[config.mk]
export PLATFORM = sky130hd
export DESIGN_NAME = i2c_scl_timer
export DESIGN_NICKNAME = d
export VERILOG_FILES = /design/src/rtl/i2c_scl_timer_pkg.sv /design/src/rtl/scl_phase_len.sv /design/src/rtl/scl_tick_points.sv /design/src/rtl/i2c_scl_timer.sv
export SDC_FILE = /design/constraint.sdc
export NUM_CORES = 1
export LEC_CHECK = 0
export ABC_AREA = 1
export BUFFER_PORTS_ARGS = -buffer_cell sky130_fd_sc_hd__buf_2
export CORE_ASPECT_RATIO = 1.25
export CORE_UTILIZATION = 40
export DETAILED_ROUTE_END_ITERATION = 10
export GPL_TIMING_DRIVEN = 0
export PLACE_DENSITY = 0.62
export SYNTH_ARGS = -nofsm -noshare
export SYNTH_HDL_FRONTEND = slang
export SYNTH_HIERARCHICAL = 1
export SYNTH_SLANG_ARGS = --single-unit
[constraint.sdc]
create_clock -name clk -period 8.2 [get_ports clk]
set_input_delay 0.41 -clock clk [delete_from_list [all_inputs] [get_ports clk]]
set_output_delay 0.41 -clock clk [all_outputs]
set_load 0.005 [all_outputs]
[src/rtl/i2c_scl_timer_pkg.sv]
package i2c_scl_timer_pkg;
    typedef enum logic [1:0] {
        PH_IDLE = 2'd0,
        PH_LOW  = 2'd1,
        PH_HIGH = 2'd2
    } phase_e;

    localparam int unsigned LOW_FLOOR  = 8;
    localparam int unsigned HIGH_FLOOR = 6;
    localparam int unsigned LOW_ADD    = 1;
    localparam int unsigned HIGH_ADD   = 8;
    localparam int unsigned HOLD_ADD   = 2;
endpackage

[src/rtl/scl_phase_len.sv]
module scl_phase_len
    import i2c_scl_timer_pkg::*;
#(
    parameter int CNT_W = 16,
    parameter int LEN_W = CNT_W + 2
) (
    input  logic [1:0]       speed,
    input  logic [CNT_W-1:0] std_hi,
    input  logic [CNT_W-1:0] std_lo,
    input  logic [CNT_W-1:0] fst_hi,
    input  logic [CNT_W-1:0] fst_lo,
    input  logic [CNT_W-1:0] hs_hi,
    input  logic [CNT_W-1:0] hs_lo,
    output logic [LEN_W-1:0] lo_len,
    output logic [LEN_W-1:0] hi_len
);
    logic [CNT_W-1:0] lo_raw, hi_raw;
    logic [LEN_W-1:0] lo_ext, hi_ext;

    // speed 0 falls back to the standard pair
    always_comb begin
        unique case (speed)
            2'd2:    begin lo_raw = fst_lo; hi_raw = fst_hi; end
            2'd3:    begin lo_raw = hs_lo;  hi_raw = hs_hi;  end
            default: begin lo_raw = std_lo; hi_raw = std_hi; end
        endcase
    end

    always_comb begin
        lo_ext = LEN_W'(lo_raw);
        hi_ext = LEN_W'(hi_raw);
        if (lo_ext < LEN_W'(LOW_FLOOR))  lo_ext = LEN_W'(LOW_FLOOR);
        if (hi_ext < LEN_W'(HIGH_FLOOR)) hi_ext = LEN_W'(HIGH_FLOOR);
        lo_len = lo_ext + LEN_W'(LOW_ADD);
        hi_len = hi_ext + LEN_W'(HIGH_ADD);
    end
endmodule

[src/rtl/scl_tick_points.sv]
module scl_tick_points
    import i2c_scl_timer_pkg::*;
#(
    parameter int LEN_W  = 18,
    parameter int HOLD_W = 16,
    parameter int SET_W  = 8
) (
    input  logic [LEN_W-1:0]  lo_len,
    input  logic [LEN_W-1:0]  hi_len,
    input  logic [HOLD_W-1:0] hold_val,
    input  logic [SET_W-1:0]  setup_val,
    output logic [LEN_W-1:0]  sda_idx,
    output logic [LEN_W-1:0]  setup_idx,
    output logic [LEN_W-1:0]  smp_idx
);
    logic [LEN_W-1:0] hold_pos, hold_lim, set_dist;

    always_comb begin
        // change point kept at least one cycle ahead of the last low cycle
        hold_pos = LEN_W'(hold_val) + LEN_W'(HOLD_ADD);
        hold_lim = lo_len - LEN_W'(2);
        sda_idx  = (hold_pos > hold_lim) ? hold_lim : hold_pos;

        set_dist  = (setup_val == '0) ? '0 : LEN_W'(setup_val) - LEN_W'(1);
        setup_idx = (set_dist >= lo_len) ? '0 : lo_len - LEN_W'(1) - set_dist;

        smp_idx = hi_len >> 1;
    end
endmodule

[src/rtl/i2c_scl_timer.sv]
module i2c_scl_timer
    import i2c_scl_timer_pkg::*;
#(
    parameter int CNT_W  = 16,
    parameter int HOLD_W = 16,
    parameter int SET_W  = 8
) (
    input  logic              clk,
    input  logic              rst_n,
    input  logic              run,
    input  logic [1:0]        speed,
    input  logic [CNT_W-1:0]  std_hi,
    input  logic [CNT_W-1:0]  std_lo,
    input  logic [CNT_W-1:0]  fst_hi,
    input  logic [CNT_W-1:0]  fst_lo,
    input  logic [CNT_W-1:0]  hs_hi,
    input  logic [CNT_W-1:0]  hs_lo,
    input  logic [HOLD_W-1:0] hold_val,
    input  logic [SET_W-1:0]  setup_val,
    input  logic              scl_in,
    output logic              scl_out,
    output logic              sda_tick,
    output logic              setup_tick,
    output logic              sample_tick
);
    localparam int LEN_W = ((CNT_W > HOLD_W) ? CNT_W : HOLD_W) + 2;

    typedef struct packed {
        phase_e           ph;
        logic [LEN_W-1:0] cnt;
    } tmr_state_t;

    tmr_state_t       r_d, r_q;
    logic [LEN_W-1:0] lo_len, hi_len, sda_idx, setup_idx, smp_idx;

    scl_phase_len #(.CNT_W(CNT_W), .LEN_W(LEN_W)) u_len (
        .speed (speed),
        .std_hi(std_hi), .std_lo(std_lo),
        .fst_hi(fst_hi), .fst_lo(fst_lo),
        .hs_hi (hs_hi),  .hs_lo (hs_lo),
        .lo_len(lo_len), .hi_len(hi_len)
    );

    scl_tick_points #(.LEN_W(LEN_W), .HOLD_W(HOLD_W), .SET_W(SET_W)) u_pts (
        .lo_len   (lo_len),
        .hi_len   (hi_len),
        .hold_val (hold_val),
        .setup_val(setup_val),
        .sda_idx  (sda_idx),
        .setup_idx(setup_idx),
        .smp_idx  (smp_idx)
    );

    always_comb begin
        r_d = r_q;
        unique case (r_q.ph)
            PH_IDLE: begin
                if (run) begin
                    r_d.ph  = PH_LOW;
                    r_d.cnt = '0;
                end
            end
            PH_LOW: begin
                if (!run) begin
                    r_d.ph  = PH_IDLE;
                    r_d.cnt = '0;
                end else if (r_q.cnt >= lo_len - LEN_W'(1)) begin
                    r_d.ph  = PH_HIGH;
                    r_d.cnt = '0;
                end else begin
                    r_d.cnt = r_q.cnt + LEN_W'(1);
                end
            end
            PH_HIGH: begin
                if (!run) begin
                    r_d.ph  = PH_IDLE;
                    r_d.cnt = '0;
                end else if (scl_in) begin
                    // counting only while the line is seen high
                    if (r_q.cnt >= hi_len - LEN_W'(1)) begin
                        r_d.ph  = PH_LOW;
                        r_d.cnt = '0;
                    end else begin
                        r_d.cnt = r_q.cnt + LEN_W'(1);
                    end
                end
            end
            default: begin
                r_d.ph  = PH_IDLE;
                r_d.cnt = '0;
            end
        endcase
    end

    always_ff @(posedge clk or negedge rst_n) begin
        if (!rst_n) begin
            r_q.ph  <= PH_IDLE;
            r_q.cnt <= '0;
        end else begin
            r_q <= r_d;
        end
    end

    assign scl_out     = (r_q.ph != PH_LOW);
    assign sda_tick    = (r_q.ph == PH_LOW)  && (r_q.cnt == sda_idx);
    assign setup_tick  = (r_q.ph == PH_LOW)  && (r_q.cnt == setup_idx);
    assign sample_tick = (r_q.ph == PH_HIGH) && scl_in && (r_q.cnt == smp_idx);

    assert_low_ends_on_count_R1: assert property (@(posedge clk) disable iff (!rst_n)
        (r_q.ph == PH_LOW && run && r_q.cnt < lo_len - LEN_W'(1)) |=> (r_q.ph == PH_LOW));

    assert_stretch_pauses_R7: assert property (@(posedge clk) disable iff (!rst_n)
        (r_q.ph == PH_HIGH && run && !scl_in) |=> (r_q.ph == PH_HIGH && $stable(r_q.cnt)));

    assert_sda_tick_in_low_R5: assert property (@(posedge clk) disable iff (!rst_n)
        sda_tick |-> !scl_out);

    assert_sample_when_high_R8: assert property (@(posedge clk) disable iff (!rst_n)
        sample_tick |-> (scl_out && scl_in));

    assert_stop_releases_R9: assert property (@(posedge clk) disable iff (!rst_n)
        !run |=> (scl_out && !sda_tick && !setup_tick && !sample_tick));
endmodule

# --- Word level (Yosys, flattened, before mapping) ---
# Cells that the tools add are included.
word_totals:
  input_bits: 126
  out_inout_bits: 4
  memories: 0
  elab_cells: 53
  reg_bits: 20
  romBits: 0
  latch_bits: 0
  mem_bits_rw: 0
classes:
  reduce_logical: 8
  addsub: 9
  muxes: 16
  div_mod_pow: 0
  bitwise: 0
  n_shift: 0
  eq_ne: 12
  n_lt_le_gt_ge: 6
  mul: 0
op_table:
  columns: ["cell", "count"]
  rows:
  - ["two-way mux 18 bit", 5]
  - ["two-way mux 20 bit", 4]
  - ["case mux 16 bit (2 select lines)", 2]
  - ["case mux 20 bit (3 select lines)", 1]
  - ["equality test 18 bit", 2]
  - ["greater-or-equal comparator 18 bit", 2]
  - ["two-way mux 16 bit", 2]
  - ["adder 18 x 1 -> 18 bit, second input constant", 1]
  - ["equality test 18 x 17 -> 1 bit", 1]
  - ["greater-or-equal comparator 18 x 17 -> 1 bit", 1]
  - ["> comparator 18 bit", 1]
  - ["subtractor 17 x 1 -> 18 bit, second input constant", 1]
  - ["subtractor 17 x 2 -> 18 bit, second input constant", 1]
  - ["subtractor 18 x 1 -> 18 bit, second input constant", 1]
  - ["subtractor 18 bit", 1]
  - ["adder 16 x 1 -> 17 bit, second input constant", 1]
  - ["adder 16 x 2 -> 17 bit, second input constant", 1]
  - ["adder 16 x 4 -> 17 bit, second input constant", 1]
  - ["< comparator 16 x 3 -> 1 bit, second input constant", 1]
  - ["< comparator 16 x 4 -> 1 bit, second input constant", 1]
  - ["inequality test 3 bit, second input constant", 3]
  - ["subtractor 8 x 1 -> 9 bit, second input constant", 1]
  - ["zero test 8 bit", 1]
  - ["equality test 2 bit, second input constant", 3]
  - ["other kinds (8)", 12]

# --- Logic depth before layout (Yosys ltp) ---
# Gate-level depths: netlist of the first run.
depth:
  ltp_word: 11
  ltp_mapped: 47
  depth_no_buf: 44

# --- Modules after synthesis ---
# Netlist of the first run, hierarchy kept.
modules_own_cells:
  columns: ["module", "cells_each", "seq_area_each_um2", "n_inst", "area_each_um2"]
  rows:
  - ["i2c_scl_timer", 577, 500.5, 1, 3575.9]
  - ["scl_tick_points", 568, 0.0, 1, 3268.1]
  - ["scl_phase_len", 306, 0.0, 1, 1637.8]

# --- Least setup slack after synthesis of the first run ---
# No wires, ideal clock.
synth_timing:
  path_kind: "in2out"
  from: "in speed[1]"
  to: "out sda_tick"
  path_buffers: 3
  t_required_ns: 7.790
  slack_ns: 2.753
  cell_stages: 42
  t_arrival_ns: 5.037
  path_cell_list: "buf_6 nand2_4 buf_6 nor2_1 nor2_1 nor2_1 nand2_1 nor2_1 nand2_2 nand2_1 inv_1 ha_1 inv_1 nor2_1 nand4_1 o21ai_0 nand2_1 inv_1 (+6 left out) nand2_1 nor2_2 inv_1 nor2_1 nand2_1 nand2_1 nand2_1 nand2_1 nand2_1 nand2_4 nand2_4 buf_6 nand2_1 nand2_1 or2_2 a221oi_1 nand3_1 nor2_1"
synth_between:
  elab_chain_cells: 10
  elab_cells_between_ends: 11
  cone_classes: "add/sub (2); order compare (2); eq/ne (3); mux (3); reduce/logical (1)"
synth_rtl:
  columns: ["item", "line_no", "rtl"]
  rows:
  - ["start: declaration", "i2c_scl_timer.sv:11", "input logic [1:0] speed,"]
  - ["equality test 2 bit", "scl_phase_len.sv:22", "unique case (speed)"]
  - ["case mux 16 bit (2 select lines) *", "scl_phase_len.sv:22", null]
  - ["< comparator 16 x 4 -> 1 bit", "scl_phase_len.sv:32", "if (lo_ext < LEN_W'(LOW_FLOOR)) lo_ext = LEN_W'(LOW_FLOOR);"]
  - ["two-way mux 16 bit *", "scl_phase_len.sv:32", null]
  - ["adder 16 x 1 -> 17 bit *", "scl_phase_len.sv:34", "lo_len = lo_ext + LEN_W'(LOW_ADD);"]
  - ["named net lo_len[0]", "i2c_scl_timer.sv:34", "logic [LEN_W-1:0] lo_len, hi_len, sda_idx, setup_idx, smp_idx;"]
  - ["subtractor 17 x 2 -> 18 bit *", "scl_tick_points.sv:21", "hold_lim = lo_len - LEN_W'(2);"]
  - ["> comparator 18 bit", "scl_tick_points.sv:22", "sda_idx = (hold_pos > hold_lim) ? hold_lim : hold_pos;"]
  - ["two-way mux 18 bit *", "scl_tick_points.sv:22", null]
  - ["named net sda_idx[10]", "i2c_scl_timer.sv:34", null]
  - ["equality test 18 bit *", "i2c_scl_timer.sv:105", "assign sda_tick = (r_q.ph == PH_LOW) && (r_q.cnt == sda_idx);"]
  - ["logical AND 1 bit *", "i2c_scl_timer.sv:105", null]
  - ["end: declaration", "i2c_scl_timer.sv:22", "output logic sda_tick,"]
# Mark *: on every way through the listed nets, which the timed path passes. The rest lies on a longest branch.

# --- Worst setup path in the final report of the first run ---
layout_timing:
  from: "in speed[0]"
  to: "out sda_tick"
# The elaborated chain is that of the path after synthesis.

==> results.md, run 1 <==
* Number of distinct library cells after synthesis at 55
* PnR worst setup slack at 1.03 ns
* Number of buffers inserted to repair setup after CTS at 0
* Largest register by flop count: r_q
* Latest clock arrival within the worst-skew pair at 0.25 ns
* Worst-path fanout max at 10
* Internal power at 439 uW
* Register bit total from synthesis at 20
* Max-capacitance violation count at 0
* Status: finished, final reports clean
* Worst-margin pin slew at 1.27 ns
* Post-Synth XOR/XNOR Area at 0.126
* Most frequent standard cell in the layout excluding fill and tap cells: nand2_1
* Final Skew at 0.000857 ns
* Placeable core area at 0.0208 sq mm
* Critical Path Sink Type: output pin
* Y dimension of the die at 165 um
* Number of synthesized flops with an enable pin at 0
* Total inserted antenna cells at 0
* Setup repair after global routing missed its margin: no
* Logic depth of the worst register-to-register path at 12
* DRC violations left at 0
* Primary flip-flop cell chosen by synthesis mapping: dfrtp_1
* CTS tree: yes
* Chip Width at 132 um
* Most frequent cells in the layout: 367 x nand2_1, 227 x inv_1, 172 x nor2_1
* Reg area at 500 sq um
* Path type of the worst min-delay path: input port to asynchronous set/reset pin
* Number of DRC markers in iteration 0 at 397
* Multi-input logic area at 0.00677 sq mm
* Max Slew Vio Count at 0
* Total congestion overflow at 0
* Ratio of cells with drive above 1 in the final layout at 0.167
* Clock buffer count from CTS at 3
* Final wirelength at 26,900 um
* Avg Cell Area, Syn at 5.85 sq um
* Routed wire length per instance at 14.3 um
* Slack of the worst reg-to-reg path at 6.00 ns
* Most numerous cell on the critical path: nand2_1
* Fillcell total at 2,303
* Detailed-routing iteration count for the pre-antenna-repair pass at 5
* Initial standard-cell utilization of the core at 0.407
* Largest registers: r_q x20
* Switching power share of the total at 0.539
* Number of rows created at floorplan at 59
* Net switching power figure at 514 uW
* Critical-path top delay cell: xor2_1
* Largest stage delay on the critical path at 0.64 ns
* Rel. slew slack at 0.146
* TritonCTS Sinks at 20
* Arrival time worst endpoint at 6.76 ns
* Logic pwr share at 0.766
* Portion of synthesized cell area occupied by the leading cell type at 0.162
* Number of cells after detailed placement at 1,873
* Static leakage at 0.00537 uW
* Setup TNS at 0 ns
* Warnings from Yosys at 6
* Final weighted congestion in routability-driven placement at 0.892
* Post-synthesis to final-layout area growth at 13.4%
* Net total in the final layout at 1,829
* Number of cells produced by synthesis at 1,451
* Fmax at 140 MHz
* Element type at the critical path start: input port
* CTS Hold Bufs at 0
* Global-route wire length before repair at 43,800 um
* Hold Violations, Final at 0
* Post-Synth Simple-Gate Area at 0.419
* Maximum level of the CTS H-tree at 1
* Worst slack, placed at 1.16 ns
* Synth area leaders: nand2_1 16%, ha_1 14%, inv_1 10%, xor2_1 9.4%, nor2_1 7.6%
* Routed vias/inst at 4.92
* Clock Pin Slew Worst Setup and Hold Paths at 0.05 ns
* Main combinational cell family by area after synthesis: simple AND/OR/NAND/NOR gates
* Largest net degree at the start of global routing at 21
* Category of the critical setup timing path: input port to output pin
* Highest ir drop seen on vdd at 83.6 uV
* HPWL reported at the end of detailed placement at 23,000 um
* Portion of total power attributed to the clock network at 0.103
* Cell type contributing the most total cell area after synthesis: nand2_1
* Launching point of the worst reg2reg path: r_q[0]$_DFFE_PN0P_
* Power, Total at 953 uW
* Root buffer selected by CTS: clkbuf_16
* Compound-cell area share of the yosys netlist at 0.0956
* Pwr dens at 99.1 mW/mm^2
* Terminus of the critical flop-to-flop path: r_q[12]$_DFFE_PN0P_
* Family of cells with the greatest summed delay on the critical path: simple AND/OR/NAND/NOR gates
* Ys async rst share at 1.00
* Via count at 9,239
* Final instance count without filler cells at 1,876
* Top-level I/O count at 130
* Initial antenna violation count at 0
* Post-cts gate resize count at 0
* Netlist area before placement at 0.00848 sq mm
* Post-route antenna net violation count at 0
* Final number of setup-violating endpoints at 0
* Proportion of synthesized area in mux cells at 0
* Final worst-path cycle share at 0.874
* Buffer depth of the longest clock path at 2
* Overall global routing resource usage at 0.252
* Number of buffers and inverters on the critical path at 9
* Final Critical Period at 7.17 ns
* Count of port buffers added during placement at 128
* Required time at the endpoint of the critical path at 7.79 ns
* Number of flip-flops under the largest register name at 20
* Fraction of the mapped netlist area in adder cells at 0.147
* Part of the total power dissipated in sequential elements at 0.131
* Die Outline Area at 0.0218 sq mm
* Share of the yosys chip area belonging to registers at 0.0590
* Via count of the first global-routing pass at 8,846
## power by group through the flow
stage,sequential (uW),combinational [uW],clock (uW)
4_1_cts,125,729,99.9
3_5_place_dp,126,726,0
5_1_grt,126,829,103
3_3_place_gp,126,717,0
6_report,125,730,97.8
2_1_floorplan,119,536,0
## stage by stage
stage	cell area, sq um	util	hold slack [ns]
final	9620	0.462	0.104
after global routing	9620	0.462	0.136
after CTS	9620	0.462	0.116
after detailed placement	9540	0.458	0.384
after global placement	9540	0.458	0.383
after floorplan	8560	-	0.114
## Yosys cell counts (4+ instances only)
library cell and n:
nand2_2 6, nor3_2 10, nor2_4 4, dfrtp_1 20
or2_2 10, buf_4 28, nor2_1 172, inv_1 227
nand3_1 115, nor2_2 20, o21ai_1 7, buf_2 5
nand2_4 5, nand3_2 8, o211ai_2 4, nand2_1 367
inv_2 14, xor2_1 91, a21o_1 4, nor4_1 14
buf_6 7, clkbuf_1 4, nand4_1 24, ha_1 98
nor3_1 19, o21ai_0 42, o22ai_1 7, xnor2_1 31
a21oi_1 41
## worst max-delay path by stage
| stage | cells past startpoint | to | startpoint |
|---|---|---|---|
| finish | 40 | sda_tick | speed[0] |
| global route | 43 | sda_tick | speed[0] |
| detailed placement | 41 | sda_tick | speed[0] |
| global placement | 40 | sda_tick | speed[0] |
| CTS | 40 | sda_tick | speed[0] |
| floorplan | 42 | sda_tick | speed[1] |
## routing by layer
| layer | global-route usage | wire [um] | up-vias |
|---|---|---|---|
| li1 | - | - | 4856 |
| met1 | 0.288 | 11300 | 4127 |
| met2 | 0.494 | 13800 | 200 |
| met3 | 0.0160 | 1050 | 56 |
| met4 | 0.0841 | 842 | 0 |
| met5 | 0 | 0 | - |
## logic make-up (layout without fill, tap and decap cells)
kind of cell               count (synthesis)  after routing
AOI/OAI and AO/OA                        131            131
xor gates and xnor gates                 122            122
adders and majority gates                 99             99
buffers and inverters                    292            423
DFF                                       20             20
other                                      3             23
and+or+nand+nor                          784            784
## layout make-up
cell class,instances,area share
tap,274,0.0357
timing repair buffer,128,0.0666
clock buffer,3,0.00781
inverter,244,0.0958
multi-input combinational,1159,0.704
buffer,48,0.0384
sequential,20,0.0520
No activity file was read; power rests on OpenSTA's default activity.
==> run 2, diff against run 1 <==
--- a/config.mk
+++ b/config.mk
@@ -11,7 +11,7 @@
 export CORE_UTILIZATION = 40
 export DETAILED_ROUTE_END_ITERATION = 10
 export GPL_TIMING_DRIVEN = 0
-export PLACE_DENSITY = 0.62
+export PLACE_DENSITY = 0.68
 export SYNTH_ARGS = -nofsm -noshare
 export SYNTH_HDL_FRONTEND = slang
 export SYNTH_HIERARCHICAL = 1
==> run 2 against run 1 <==
Sequential power barely moved; clock power barely moved; count of clock-buffer cells in the layout did not move; wire length fell by 0.96%; clock skew rose by 0.00052 ns; final area did not move; sequential cell count did not move; sequential share of layout area did not move; critical endpoint unchanged; largest power group unchanged.
==> results.md, run 2 (synthesis gave the netlist of run 1 again) <==
* Top-level I/O count at 130 (unchanged)
* CTS tree: yes
* Highest ir drop seen on vdd at 78.9 uV (-5.7%)
* Critical-path top delay cell: nand2_1
* Initial standard-cell utilization of the core at 0.407 (unchanged)
* Reg area at 500 sq um (unchanged)
* Count of port buffers added during placement at 128 (unchanged)
* Latest clock arrival within the worst-skew pair at 0.25 ns (about the same)
* Global-route wire length before repair at 43,300 um (-1.1%)
* Most frequent standard cell in the layout excluding fill and tap cells: nand2_1
* Path type of the worst min-delay path: input port to asynchronous set/reset pin
* Die Outline Area at 0.0218 sq mm (unchanged)
* Most numerous cell on the critical path: nand2_1
* CTS Hold Bufs at 0 (unchanged)
* Static leakage at 0.00537 uW (unchanged)
* Number of rows created at floorplan at 59 (unchanged)
* Final worst-path cycle share at 0.880 (+0.00559)
* Ratio of cells with drive above 1 in the final layout at 0.167 (unchanged)
* Post-synthesis to final-layout area growth at 13.4% (unchanged)
* Number of buffers and inverters on the critical path at 10 (+1)
* Arrival time worst endpoint at 6.80 ns (+0.04 ns)
* TritonCTS Sinks at 20 (unchanged)
* Final number of setup-violating endpoints at 0 (unchanged)
* Post-cts gate resize count at 0 (unchanged)
* Total congestion overflow at 0 (unchanged)
* Category of the critical setup timing path: input port to output pin
* Y dimension of the die at 165 um (unchanged)
* Fmax at 139 MHz (-0.64%)
* Status: finished, final reports clean
* Launching point of the worst reg2reg path: r_q[0]$_DFFE_PN0P_
* Post-route antenna net violation count at 0 (unchanged)
* Chip Width at 132 um (unchanged)
* Setup TNS at 0 ns (unchanged)
* Multi-input logic area at 0.00677 sq mm (unchanged)
* Total inserted antenna cells at 0 (unchanged)
* Rel. slew slack at 0.206 (+0.0600)
* Logic pwr share at 0.769 (+0.003)
* Max-capacitance violation count at 0 (unchanged)
* Portion of total power attributed to the clock network at 0.103 (about the same)
* Clock Pin Slew Worst Setup and Hold Paths at 0.05 ns (about the same)
* Total placed instance area at 0.00954 sq mm (unchanged)
* Final Skew at 0.00138 ns (+0.000521 ns)
* Largest stage delay on the critical path at 0.41 ns (-0.23 ns)
* Root buffer selected by CTS: clkbuf_16
* Via count of the first global-routing pass at 8,932 (+0.97%)
* Required time at the endpoint of the critical path at 7.79 ns (about the same)
* Number of flip-flops under the largest register name at 20 (unchanged)
* Routed vias/inst at 5.00 (+1.6%)
* Critical Path Sink Type: output pin
* Overall global routing resource usage at 0.246 (-0.00554)
* DRC violations left at 0 (unchanged)
* Element type at the critical path start: input port
* Part of the total power dissipated in sequential elements at 0.129 (-0.002)
* Via count at 9,386 (+1.6%)
* Family of cells with the greatest summed delay on the critical path: simple AND/OR/NAND/NOR gates
* Buffer depth of the longest clock path at 2 (unchanged)
* Largest net degree at the start of global routing at 21 (unchanged)
* Largest registers: r_q x20
* Number of DRC markers in iteration 0 at 552 (+39%)
* HPWL reported at the end of detailed placement at 22,500 um (-1.9%)
* Pwr dens at 99.5 mW/mm^2 (+0.39%)
* Final wirelength at 26,600 um (-0.96%)
* Clock buffer count from CTS at 3 (unchanged)
* Routed wire length per instance at 14.2 um (-0.96%)
* Worst setup path startpoint: speed[0]
* Detailed-routing iteration count for the pre-antenna-repair pass at 6 (+1)
* Initial antenna violation count at 0 (unchanged)
* Switching power share of the total at 0.540 (+0.00101)
* Maximum level of the CTS H-tree at 1 (unchanged)
* Net total in the final layout at 1,829 (unchanged)
* Most frequent cells in the layout: 367 x nand2_1, 227 x inv_1, 172 x nor2_1
* Worst-path fanout max at 10 (unchanged)
* Final Critical Period at 7.21 ns (+0.0458 ns)
* Setup repair after global routing missed its margin: no
* Worst-margin pin slew at 1.18 ns (-0.0890 ns)
* Fillcell total at 2,297 (-0.26%)
* Number of buffers inserted to repair setup after CTS at 0 (unchanged)
* Placeable core area at 0.0208 sq mm (unchanged)
* Cell area after layout at 0.00962 sq mm (unchanged)
* Largest register by flop count: r_q
* Internal power at 440 uW (+0.17%)
* Net switching power figure at 517 uW (+0.58%)
* Final weighted congestion in routability-driven placement at 0.957 (+7.3%)
* Max Slew Vio Count at 0 (unchanged)
* Hold Violations, Final at 0 (unchanged)
run 2: cell counts in the layout (fill, tap and decap cells not counted):
Identical to the previous run, type by type.
run 2: power by group through the flow:
stage                     combinational, uW  sequential (uW)  clock (uW)
after floorplan                         536              119           0
after global placement                  712              125           0
after detailed placement                722              125           0
after CTS                               725              123        99.8
after global routing                    824              124         103
final                                   735              123        98.1
run 2: cell type report:
| type | count | area share |
|---|---|---|
| Multi-Input combinational cell | 1159 | 0.704 |
| Inverter | 244 | 0.0958 |
| Timing Repair Buffer | 128 | 0.0666 |
| Sequential cell | 20 | 0.0520 |
| Buffer | 48 | 0.0384 |
| Tap cell | 274 | 0.0357 |
| Clock buffer | 3 | 0.00781 |
run 2: through the flow:
step                std cells  power, uW  utilization  setup WS [ns]  hold slack [ns]
global route             1876       1050        0.462          0.374            0.145
finish                   1876        957        0.462          0.987            0.103
detailed placement       1873        847        0.458           1.10            0.384
global placement         1873        836        0.458           1.20            0.382
CTS                      1876        949        0.462           1.12            0.112
floorplan                1471        655            -           2.75            0.114
run 2: metal layers:
metal	GRT usage	share of wire
met5	0	0
met4	0.0768	0.028
met3	0.0160	0.045
met2	0.481	0.51
met1	0.285	0.41
run 2: path summary, 6_finish.rpt:
check                                      endpoint  slack (ns)  cells after the start
worst max-delay path                       sda_tick        0.99                     43
worst min-delay path             r_q[0]$_DFFE_PN0P_        0.10                      1
worst max register to register  r_q[12]$_DFFE_PN0P_        6.02                     11
worst min register to register  r_q[19]$_DFFE_PN0P_        0.56                      2
max in group asynchronous       r_q[10]$_DFFE_PN0P_        7.78                      1
min in group clk                r_q[19]$_DFFE_PN0P_        0.56                      5
run 2: worst reg2reg max path, cell delays in order, from the launching register on:
cell	delay [ns]
dfrtp_1	0.46
inv_1	0.34
ha_1	0.31
nand2_1	0.06
nand3b_1	0.14
nor2_1	0.06
nor2_1	0.12
nand3_2	0.14
nand2_4	0.15
buf_8	0.14
nand3_1	0.11
nand2_1	0.08
